### config.mk
export PLATFORM = sky130hd
export DESIGN_NAME = nlink_port
export DESIGN_NICKNAME = d
export VERILOG_FILES = /design/src/rtl/nlink_pkg.sv /design/src/rtl/nlink_prio_pick.sv /design/src/rtl/nlink_conflict.sv /design/src/rtl/nlink_ctrl.sv /design/src/rtl/nlink_port.sv
export SDC_FILE = /design/constraint.sdc
export NUM_CORES = 1
export LEC_CHECK = 0
export BUFFER_PORTS_ARGS = -buffer_cell sky130_fd_sc_hd__buf_2
export CAP_MARGIN = 15
export CORE_MARGIN = 2
export CORE_UTILIZATION = 32
export DETAILED_ROUTE_END_ITERATION = 12
export PLACE_DENSITY = 0.82
export SYNTH_ARGS = -nofsm -noshare
export SYNTH_HDL_FRONTEND = slang
export SYNTH_SLANG_ARGS = --single-unit
### constraint.sdc
create_clock -name clk -period 2.23 [get_ports clk]
set_input_delay 0.446 -clock clk [delete_from_list [all_inputs] [get_ports clk]]
set_output_delay 0.446 -clock clk [all_outputs]
set_load 0.01 [all_outputs]
### src/rtl/nlink_pkg.sv
package nlink_pkg;
    localparam int NPORT  = 4;
    localparam int WORD_W = 18;

    typedef enum logic [1:0] {
        OP_NONE  = 2'd0,
        OP_READ  = 2'd1,
        OP_WRITE = 2'd2,
        OP_FETCH = 2'd3
    } op_e;

    typedef enum logic [1:0] {
        ST_IDLE       = 2'd0,
        ST_READ_WAIT  = 2'd1,
        ST_WRITE_WAIT = 2'd2,
        ST_FETCH_WAIT = 2'd3
    } state_e;
endpackage

### src/rtl/nlink_prio_pick.sv
module nlink_prio_pick #(
    parameter int N = 4
) (
    input  logic [N-1:0] req,
    output logic [N-1:0] grant
);
    logic [N:0] lower;

    assign lower[0] = 1'b0;

    genvar i;
    generate
        for (i = 0; i < N; i++) begin : g_pick
            assign lower[i+1] = lower[i] | req[i];
            assign grant[i]   = req[i] & ~lower[i];
        end
    endgenerate
endmodule

### src/rtl/nlink_conflict.sv
module nlink_conflict #(
    parameter int N = 4
) (
    input  logic [N-1:0] my_wr,
    input  logic [N-1:0] my_rd,
    input  logic [N-1:0] nb_wr,
    input  logic [N-1:0] nb_rd,
    output logic         clash
);
    logic [N-1:0] per_link;

    genvar i;
    generate
        for (i = 0; i < N; i++) begin : g_link
            assign per_link[i] = (my_wr[i] & nb_wr[i]) | (my_rd[i] & nb_rd[i]);
        end
    endgenerate

    assign clash = |per_link;
endmodule

### src/rtl/nlink_ctrl.sv
module nlink_ctrl
    import nlink_pkg::*;
#(
    parameter int N = 4
) (
    input  logic         clk,
    input  logic         rst_n,
    input  logic [1:0]   op,
    input  logic [N-1:0] mask,
    input  logic [N-1:0] nb_rd,
    input  logic [N-1:0] rd_grant,
    output logic [N-1:0] wr_left,
    output logic [N-1:0] give,
    output logic [N-1:0] rd_req,
    output logic         done,
    output logic         stall,
    output logic         is_fetch
);
    state_e       state_q, state_d;
    logic [N-1:0] served_q, served_d;
    logic [N-1:0] served_eff;
    op_e          op_k;

    assign op_k = op_e'(op);

    // state and served-link register
    always_ff @(posedge clk) begin
        if (!rst_n) begin
            state_q  <= ST_IDLE;
            served_q <= '0;
        end else begin
            state_q  <= state_d;
            served_q <= served_d;
        end
    end

    // outputs and next state
    always_comb begin
        served_eff = (state_q == ST_WRITE_WAIT) ? served_q : '0;
        wr_left    = '0;
        give       = '0;
        rd_req     = '0;
        done       = 1'b0;
        is_fetch   = 1'b0;
        unique case (op_k)
            OP_NONE: begin
                done = 1'b0;
            end
            OP_READ: begin
                rd_req = mask;
                done   = |rd_grant;
            end
            OP_WRITE: begin
                wr_left = mask & ~served_eff;
                give    = wr_left & nb_rd;
                done    = ((wr_left & ~give) == '0);
            end
            OP_FETCH: begin
                rd_req   = mask;
                done     = |rd_grant;
                is_fetch = 1'b1;
            end
        endcase
        stall = (op_k != OP_NONE) && !done;

        state_d  = state_q;
        served_d = '0;
        unique case (state_q)
            ST_IDLE: begin
                if (stall) begin
                    unique case (op_k)
                        OP_READ:  state_d = ST_READ_WAIT;
                        OP_WRITE: state_d = ST_WRITE_WAIT;
                        OP_FETCH: state_d = ST_FETCH_WAIT;
                        OP_NONE:  state_d = ST_IDLE;
                    endcase
                end
            end
            ST_READ_WAIT: begin
                if (!stall || op_k != OP_READ) state_d = ST_IDLE;
            end
            ST_WRITE_WAIT: begin
                if (!stall || op_k != OP_WRITE) state_d = ST_IDLE;
            end
            ST_FETCH_WAIT: begin
                if (!stall || op_k != OP_FETCH) state_d = ST_IDLE;
            end
        endcase
        if (op_k == OP_WRITE && stall) served_d = served_eff | give;
    end
endmodule

### src/rtl/nlink_port.sv
module nlink_port
    import nlink_pkg::*;
#(
    parameter int NP = NPORT,
    parameter int W  = WORD_W
) (
    input  logic            clk,
    input  logic            rst_n,
    input  logic [1:0]      op_i,
    input  logic [NP-1:0]   mask_i,
    input  logic [W-1:0]    wdata_i,
    output logic            stall_o,
    output logic [W-1:0]    rdata_o,
    output logic            rd_valid_o,
    output logic [W-1:0]    ins_word_o,
    output logic            ins_valid_o,
    output logic [NP-1:0]   link_rd_req_o,
    output logic [NP-1:0]   link_wr_req_o,
    output logic [W-1:0]    link_wdata_o,
    output logic [NP-1:0]   link_take_o,
    output logic [NP-1:0]   link_give_o,
    input  logic [NP-1:0]   nb_rd_req_i,
    input  logic [NP-1:0]   nb_wr_req_i,
    input  logic [NP*W-1:0] nb_wdata_i,
    output logic            deadlock_o
);
    localparam int SELW = W;

    logic [NP-1:0]   rd_req, wr_left, give, grant, cand;
    logic            done, stall, is_fetch, readish;
    logic [SELW-1:0] word;

    assign readish = (op_i == OP_READ) || (op_i == OP_FETCH);
    assign cand    = readish ? (mask_i & nb_wr_req_i) : '0;

    nlink_prio_pick #(.N(NP)) pick_i (
        .req   (cand),
        .grant (grant)
    );

    nlink_ctrl #(.N(NP)) ctrl_i (
        .clk      (clk),
        .rst_n    (rst_n),
        .op       (op_i),
        .mask     (mask_i),
        .nb_rd    (nb_rd_req_i),
        .rd_grant (grant),
        .wr_left  (wr_left),
        .give     (give),
        .rd_req   (rd_req),
        .done     (done),
        .stall    (stall),
        .is_fetch (is_fetch)
    );

    nlink_conflict #(.N(NP)) clash_i (
        .my_wr (wr_left),
        .my_rd (rd_req),
        .nb_wr (nb_wr_req_i),
        .nb_rd (nb_rd_req_i),
        .clash (deadlock_o)
    );

    always_comb begin
        word = '0;
        for (int k = 0; k < NP; k++) begin
            if (grant[k]) word = word | nb_wdata_i[k*W +: W];
        end
    end

    assign stall_o       = stall;
    assign link_rd_req_o = rd_req;
    assign link_wr_req_o = wr_left;
    assign link_wdata_o  = (op_i == OP_WRITE) ? wdata_i : '0;
    assign link_take_o   = grant;
    assign link_give_o   = give;
    assign rd_valid_o    = readish && done && !is_fetch;
    assign ins_valid_o   = readish && done && is_fetch;
    assign rdata_o       = rd_valid_o ? word : '0;
    assign ins_word_o    = ins_valid_o ? word : '0;
endmodule

==> results.tsv, run 1 <==
stage	metric	value	unit
run_status	outcome	finished, final reports clean	
grt	grt_pass1_wl	10600	um
die	die_w	69.6	um
grt	grt_pass1_vias	2417	
logic_synthesis	ys_seq_area_share	8.73	%
finish	regArea	120	um^2
power	pwr-share-seq	16.0	%
routing	postRouteAntennaNets	0	
power	p_sw	0.000285	W
clock_network	clk_pin_slew_worst_paths	0.04	ns
timing	clock_skew	0.00401	ns
worst_setup_path	crit_chain	buf_4, a22o_4, a221oi_4, buf_12, a221oi_2, buf_4, nor2_1, buf_2	
routing	drt_iter0_markers	80	
worst_setup_path	max_stage_delay	0.28	ns
worst_setup_path	worstSetupEndpointType	output port	
logic_synthesis	postSynth.asyncResetShare	0	%
timing	rsz0062_at_grt	true	
logic_synthesis	yosysTopAreaCellShare	12.3	%
power	swShare	38.4	%
worst_setup_path	crit_path_start_kind	input port	
clock_network	hold_buffers	0	
power	p_leak	1.63	nW
logic_synthesis	synth_area_leader_cell	inv_1	
clock_network	clockBufferDepth	2	
placed_design	place.gp.congestion	1.09	
timing	fmax	451	MHz
worst_setup_path	slowest_stage	a22o_4	
die	dieArea	0.00484	mm^2
die	initial_core_util	33.9	%
grt	grt_overflow	0	
clock_network	clk-insertion-delay-late	0.23	ns
timing	period_needed	2.22	ns
die	die_h	69.6	um
worst_setup_path	cpMostUsedCell	buf_4	
finish	drive_gt1_share	56.0	%
placed_design	io_buffers	179	
worst_setup_path	cp.required	1.78	ns
logic_synthesis	syn_area	0.00138	mm^2
clock_network	cts_tree	built	
worst_setup_path	worst-path-buf-inv	4	
routing	dr_total_vias	2489	
timing	hold_viol	0	
power	clkPwrFrac	23.5	%
timing	timing.final.ws_setup	0.0123	ns
placed_design	dp_hpwl	5650	um
finish	fillers	349	
finish	syn2layout_area_growth	99.3	%
logic_synthesis	ys_warn_count	0	
finish	num_antenna_cells	0	
routing	avgRoutedWirePerCell	15.1	um
grt	antenna_found_initial	0	
worst_setup_path	critPathArrivalTime	1.77	ns
clock_network	cts_buffers	3	
logic_synthesis	synth_edf_count	0	
timing	worstMarginPinSlew	0.477	ns
logic_synthesis	syn-num-nets	328	
power	p_int	0.000456	W
job	maxCapViolations	0	
grt	grt_max_degree	21	
worst_setup_path	crit_family	buffers and inverters	
die	coreArea	0.00406	mm^2
logic_synthesis	avgSynthCellArea	6.20	um^2
routing	drc	0	
routing	wl	7070	um
finish	multi_input_area	0.00113	mm^2
clock_network	h-tree-depth	1	
routing	firstDrtPassIters	4	
timing	setup_viol	0	
worst_setup_path	path_max_fanout	16	
power	combPwrFrac	60.5	%
die	ios	180	
min_path	hp-class	in2reg	
logic_synthesis	yosysUniqueCellTypes	39	
timing	fin_hold_ws	0.492	ns
power	ir_drop	0.314	mV
logic_synthesis	ys_ff_latch	6	
die	placementRows	23	
grt	grtUsageTotal	26.5	%
clock_network	clock-sinks	6	
finish	layout.nets	526	
routing	vias_per_cell	5.32	
power	powerDensity	270	mW/mm^2
timing	drv_slew	0	
placed_design	post-place-ws	-0.00550	ns
logic_synthesis	syn_inst	222	
worst_setup_path	crit_type	in2out	
logic_synthesis	ys.flop_type	dfxtp_1	
logic_synthesis	ys_top_cells_by_area	inv_1 12%, o32ai_1 12%, a221oi_1 11%	
clock_network	root_buffer	clkbuf_8	
timing	period_share	99.4	%
timing	max_slew_margin	68.2	%
-- synth_stat cells (all sizes together) (2+ instances only) --
cell type  number
a2111oi         2
a21oi           5
a221oi         19
a22o            2
a22oi           3
and2           25
and3            2
and3b           3
buf            10
clkbuf          5
dfxtp           6
inv            45
nand2           6
nand2b          3
nand3           6
nand3b          2
nor2           40
nor2b           2
o21ai           3
o32ai          19
-- cells by family after synthesis --
family          after synthesis  synth area share [%]
flops                         6                  8.73
simple gates                 94                  34.7
compound gates               61                  38.5
buf+inv                      60                  17.5
xor+xnor                      1                 0.636
-- stage by stage --
| step | area (um^2) | power [W] | TNS [ns] | instances | utilization [%] |
|---|---|---|---|---|---|
| CTS | 2630 | 0.000717 | -0.0117 | 468 | 64.7 |
| global placement | 2560 | 0.000534 | -0.0870 | 464 | 63.1 |
| floorplan | 1380 | 0.000303 | 0 | 222 | - |
| finish | 2740 | 0.000741 | 0 | 468 | 67.6 |
| detailed placement | 2560 | 0.000537 | -0.0180 | 464 | 63.1 |
| global route | 2740 | 0.000783 | -0.503 | 468 | 67.6 |
-- state kept, by name, summed over array words and instances, names as in the netlist --
register / cells
ctrl_i.served_q: 4
ctrl_i.state_q: 2
-- per-layer routing --
metal,part of all wire (%),track usage (%)
met5,0,0
met4,5.0,17.4
met3,8.1,3.20
met2,52,47.3
met1,35,29.2
-- final timing paths --
kind                                                     start                             end  slack [ns]  cells past startpoint
worst min register to register   ctrl_i.served_q[2]$_SDFF_PN0_   ctrl_i.served_q[2]$_SDFF_PN0_        0.53                      2
worst max-delay path                            nb_wr_req_i[1]                   ins_word_o[6]        0.01                      8
worst min-delay path                                     rst_n  ctrl_i.state_q[1]$_SDFFE_PN0P_        0.49                      3
worst max register to register  ctrl_i.state_q[1]$_SDFFE_PN0P_  ctrl_i.state_q[1]$_SDFFE_PN0P_        0.68                      4
-- what timing repair did --
action                                  4_1_cts  5_1_grt
resized for setup                             1       21
buffers inserted                              1        0
endpoints found under the setup margin        6       38
pin swaps                                     0        5
hold endpoints to repair                      0        0
-- power by group through the flow --
stage / Sequential, W / Combinational (W) / Clock (W)
3_5_place_dp: 0.000120 / 0.000418 / 0
6_report: 0.000119 / 0.000448 / 0.000174
4_1_cts: 0.000118 / 0.000423 / 0.000177
2_1_floorplan: 0.000117 / 0.000186 / 0
3_3_place_gp: 0.000119 / 0.000414 / 0
5_1_grt: 0.000119 / 0.000485 / 0.000179
-- tightest hold or removal path, cell delays in order --
cell and delay (ns):
buf_2 0.11, o31ai_1 0.06, a2111oi_1 0.05
-- area by class of cell --
cell class	instances	area share, %
inverter	45	6.16
multi-input combinational	156	41.2
tap	50	2.28
clock buffer	3	1.51
timing repair buffer	208	44.4
sequential	6	4.38
-- cells in the final DEF (no fill, tap or decap), types with 2 or more instances in the layout --
cell type  instances
buf_2            177
inv_1             45
nor2_1            38
and2_1            25
buf_4             23
o32ai_1           13
a221oi_2          10
a221oi_1           8
buf_12             8
nand2_1            6
nand3_1            6
o32ai_2            6
dfxtp_1            6
a21oi_1            4
and3b_1            3
nand2b_1           3
a22oi_1            3
clkbuf_8           3
nand3b_1           2
and3_1             2
nor2_2             2
o21ai_0            2
Note: power is estimated with default switching activity, not from simulation.
==> run 2: changes to the inputs <==
ABC_AREA = 1   (was default)
PLACE_DENSITY = default   (was 0.82)
PLACE_DENSITY_LB_ADDON = 0.15   (was default)
==> run 2 against run 1 <==
Effect of this change: die area grew 0.86%; highest routed layer unchanged; largest cell class unchanged; clock-buffer cell count is the same; worst setup slack gained 0.037 ns; cell count grew 1.7%; core utilization shrank 5.4 points.
==> results.tsv, run 2 <==
stage	metric	value	unit	change
run_status	outcome	finished, final reports clean		
logic_synthesis	ys_top_cells_by_area	nor2_1 20%, inv_1 11%, a22o_1 11%		
finish	largest_reg_flops	4		unchanged
worst_setup_path	worstRegToRegCells	11		+7
logic_synthesis	yosysUniqueCellTypes	29		-26%
routing	firstDrtPassIters	4		unchanged
timing	period_needed	2.18	ns	-0.0371 ns
die	dieArea	0.00488	mm^2	+0.86%
finish	fillers	426		+22%
logic_synthesis	ys_warn_count	0		unchanged
timing	clock_skew	0.00195	ns	-0.00207 ns
power	ir_drop	0.394	mV	+25%
placed_design	place.gp.congestion	0.955		-12%
worst_setup_path	worstSetupEndpointType	output port		
logic_synthesis	ys.flop_type	dfxtp_1		
clock_network	cts_post_setup_buffers_inserted	0		-1
grt	grt_overflow	0		unchanged
grt	grtUsageTotal	23.2	%	-3.3 points
timing	max_slew_margin	77.9	%	+9.6 points
logic_synthesis	avgSynthCellArea	5.88	um^2	-5.1%
logic_synthesis	ys_seq_area_share	8.65	%	-0.079 points
worst_setup_path	rrSetupSlack	0.76	ns	+0.08 ns
timing	rsz0062_at_grt	true		
clock_network	clockBufferDepth	2		unchanged
clock_network	clk_pin_slew_worst_paths	0.03	ns	about the same
grt	antenna_found_initial	0		unchanged
min_path	whs_path_depth	3		unchanged
logic_synthesis	synth.most_common_cell	nor2_1		
timing	tns	0	ns	unchanged
timing	drv_slew	0		unchanged
min_path	whs_endpoint	ctrl_i.state_q[1]$_SDFFE_PN0P_		
routing	wl	6190	um	-12%
die	die_w	69.9	um	+0.43%
worst_setup_path	crit_type	in2out		
finish	largest_register	ctrl_i.served_q		
worst_setup_path	path_max_fanout	6		-10
die	die_h	69.9	um	+0.43%
die	ios	180		unchanged
clock_network	h-tree-depth	1		unchanged
logic_synthesis	postSynth.asyncResetShare	0	%	unchanged
routing	postRouteAntennaNets	0		unchanged
finish	reg_top3	ctrl_i.served_q: 4 flops, ctrl_i.state_q: 2 flops		
die	placementRows	23		unchanged
worst_setup_path	crit_path_start_kind	input port		
finish	num_antenna_cells	0		unchanged
clock_network	root_buffer	clkbuf_8		
placed_design	place_area	0.00240	mm^2	-6.1%
logic_synthesis	syn-num-nets	342		+4.3%
worst_setup_path	critPathArrivalTime	1.73	ns	-0.04 ns
logic_synthesis	ys_ff_latch	6		unchanged
clock_network	clk-insertion-delay-late	0.22	ns	about the same
grt	grt_pass1_wl	9730	um	-8.0%
finish	final_common_cell	buf_2		
timing	worstMarginPinSlew	0.332	ns	-0.145 ns
die	coreArea	0.00409	mm^2	+0.71%
min_path	min_from	rst_n		
finish	fin_area	0.00254	mm^2	-7.4%
worst_setup_path	reg2reg_to	ctrl_i.state_q[1]$_SDFFE_PN0P_		
routing	dr_total_vias	2299		-7.6%
die	initial_core_util	34.0	%	+0.067 points
logic_synthesis	synth_edf_count	0		unchanged
power	finalPower	0.000718	W	-3.1%
placed_design	dp_hpwl	5070	um	-10%
clock_network	cts_tree	built		
power	p_leak	1.62	nW	-0.59%
routing	vias_per_cell	4.83		-9.2%
finish	final_cell_mix	178 x buf_2, 75 x nor2_1, 41 x inv_1		
placed_design	io_buffers	179		unchanged
logic_synthesis	yosysTopAreaCellShare	20.3	%	+8.0 points
timing	setup_viol	0		unchanged
routing	avgRoutedWirePerCell	13.0	um	-14%
grt	grt_pass1_vias	2181		-9.8%
logic_synthesis	syn_inst	236		+6.3%
timing	hold_viol	0		unchanged
routing	drt_iter0_markers	74		-7.5%
logic_synthesis	syn_area	0.00139	mm^2	+0.91%
timing	fmax	459	MHz	+1.7%
power	powerDensity	283	mW/mm^2	+4.7%
worst_setup_path	cp.required	1.78	ns	about the same
grt	grt_max_degree	20		-4.8%
routing	drc	0		unchanged
finish	drive_gt1_share	55.9	%	-0.11 points
finish	layout.nets	534		+1.5%
timing	period_share	97.8	%	-1.7 points
logic_synthesis	synth_area_leader_cell	nor2_1		
clock_network	clock-sinks	6		unchanged
logic_synthesis	synthTopCellsByCount	75 x nor2_1, 41 x inv_1, 23 x nand2_1, 17 x a22o_1, 12 x nand3_1		
clock_network	cts_buffers	3		unchanged
worst_setup_path	r2r_start	ctrl_i.state_q[0]$_SDFFE_PN0P_		
job	maxCapViolations	0		unchanged
min_path	hp-class	in2reg		
finish	syn2layout_area_growth	82.9	%	
[run 2: cell types whose count changed after synthesis, moves of 9 or more]
cell      previous run  this run
a221oi_1            18         9
a221oi_2             0         9
a22o_1               1        17
and2_1              25         0
nand2_1              6        23
nor2_1              40        75
o32ai_1             19         0
[run 2: worst max path at each step]
| stage | startpoint | end | slack (ns) | depth (start not counted) |
|---|---|---|---|---|
| finish | op_i[0] | rdata_o[1] | 0.05 | 10 |
| global route | op_i[0] | rdata_o[1] | -0.02 | 10 |
| CTS | op_i[0] | rdata_o[10] | 0.02 | 10 |
| detailed placement | op_i[0] | rdata_o[10] | 0.02 | 10 |
| global placement | op_i[0] | ins_word_o[5] | 0.04 | 10 |
| floorplan | op_i[0] | ins_word_o[10] | 0.16 | 10 |
[run 2: layer usage]
layer	GRT usage (%)	wire [um]	vias up
li1	-	-	1164
met1	27.1	2320	1030
met2	43.0	3400	93
met3	3.17	375	12
met4	7.69	100	0
met5	0	0	-
[run 2: through the flow]
stage / setup WS, ns / util, % / hold WS, ns / std cells
after global routing: -0.0225 / 62.2 / 0.496 / 476
after global placement: 0.0414 / 58.8 / 0.486 / 472
final: 0.0495 / 62.2 / 0.492 / 476
after floorplan: 0.162 / - / 0.473 / 236
after CTS: 0.0154 / 59.9 / 0.487 / 475
after detailed placement: 0.0175 / 58.8 / 0.500 / 472
[run 2: cell type report]
| class | count | area [um^2] | share of cell area, % |
|---|---|---|---|
| Clock buffer | 3 | 41.3 | 1.63 |
| Timing Repair inverter | 1 | 6.26 | 0.246 |
| Sequential cell | 6 | 120 | 4.73 |
| Inverter | 49 | 194 | 7.64 |
| Tap cell | 50 | 62.6 | 2.46 |
| Multi-Input combinational cell | 171 | 1060 | 41.6 |
| Timing Repair Buffer | 196 | 1060 | 41.7 |
[run 2: cell families after synthesis]
group,count (synthesis),synth area share (%)
AOI/OAI and AO/OA,44,30.2
buffers and inverters,59,20.1
DFF,6,8.65
and+or+nand+nor,127,41.1
[run 2: critical path: stages]
cell and delay (ns):
buf_4 0.14, nand2_4 0.07, inv_2 0.04, nand2_4 0.09, inv_4 0.07, buf_4 0.14, a22o_1 0.24, a221oi_2 0.27
nor2_1 0.07, buf_2 0.15
[run 2: report_power, final]
| part | leakage [nW] | switching (W) | internal (W) |
|---|---|---|---|
| Combinational | 1.55 | 0.000239 | 0.000202 |
| Sequential | 0.0487 | 0.00000739 | 0.000114 |
| Clock | 0.0216 | 0.0000407 | 0.000115 |
[run 2: what timing repair did]
| item | CTS | global route |
|---|---|---|
| resized for setup | 0 | 22 |
| hold buffers | 0 | 0 |
| setup endpoints to repair | 0 | 33 |
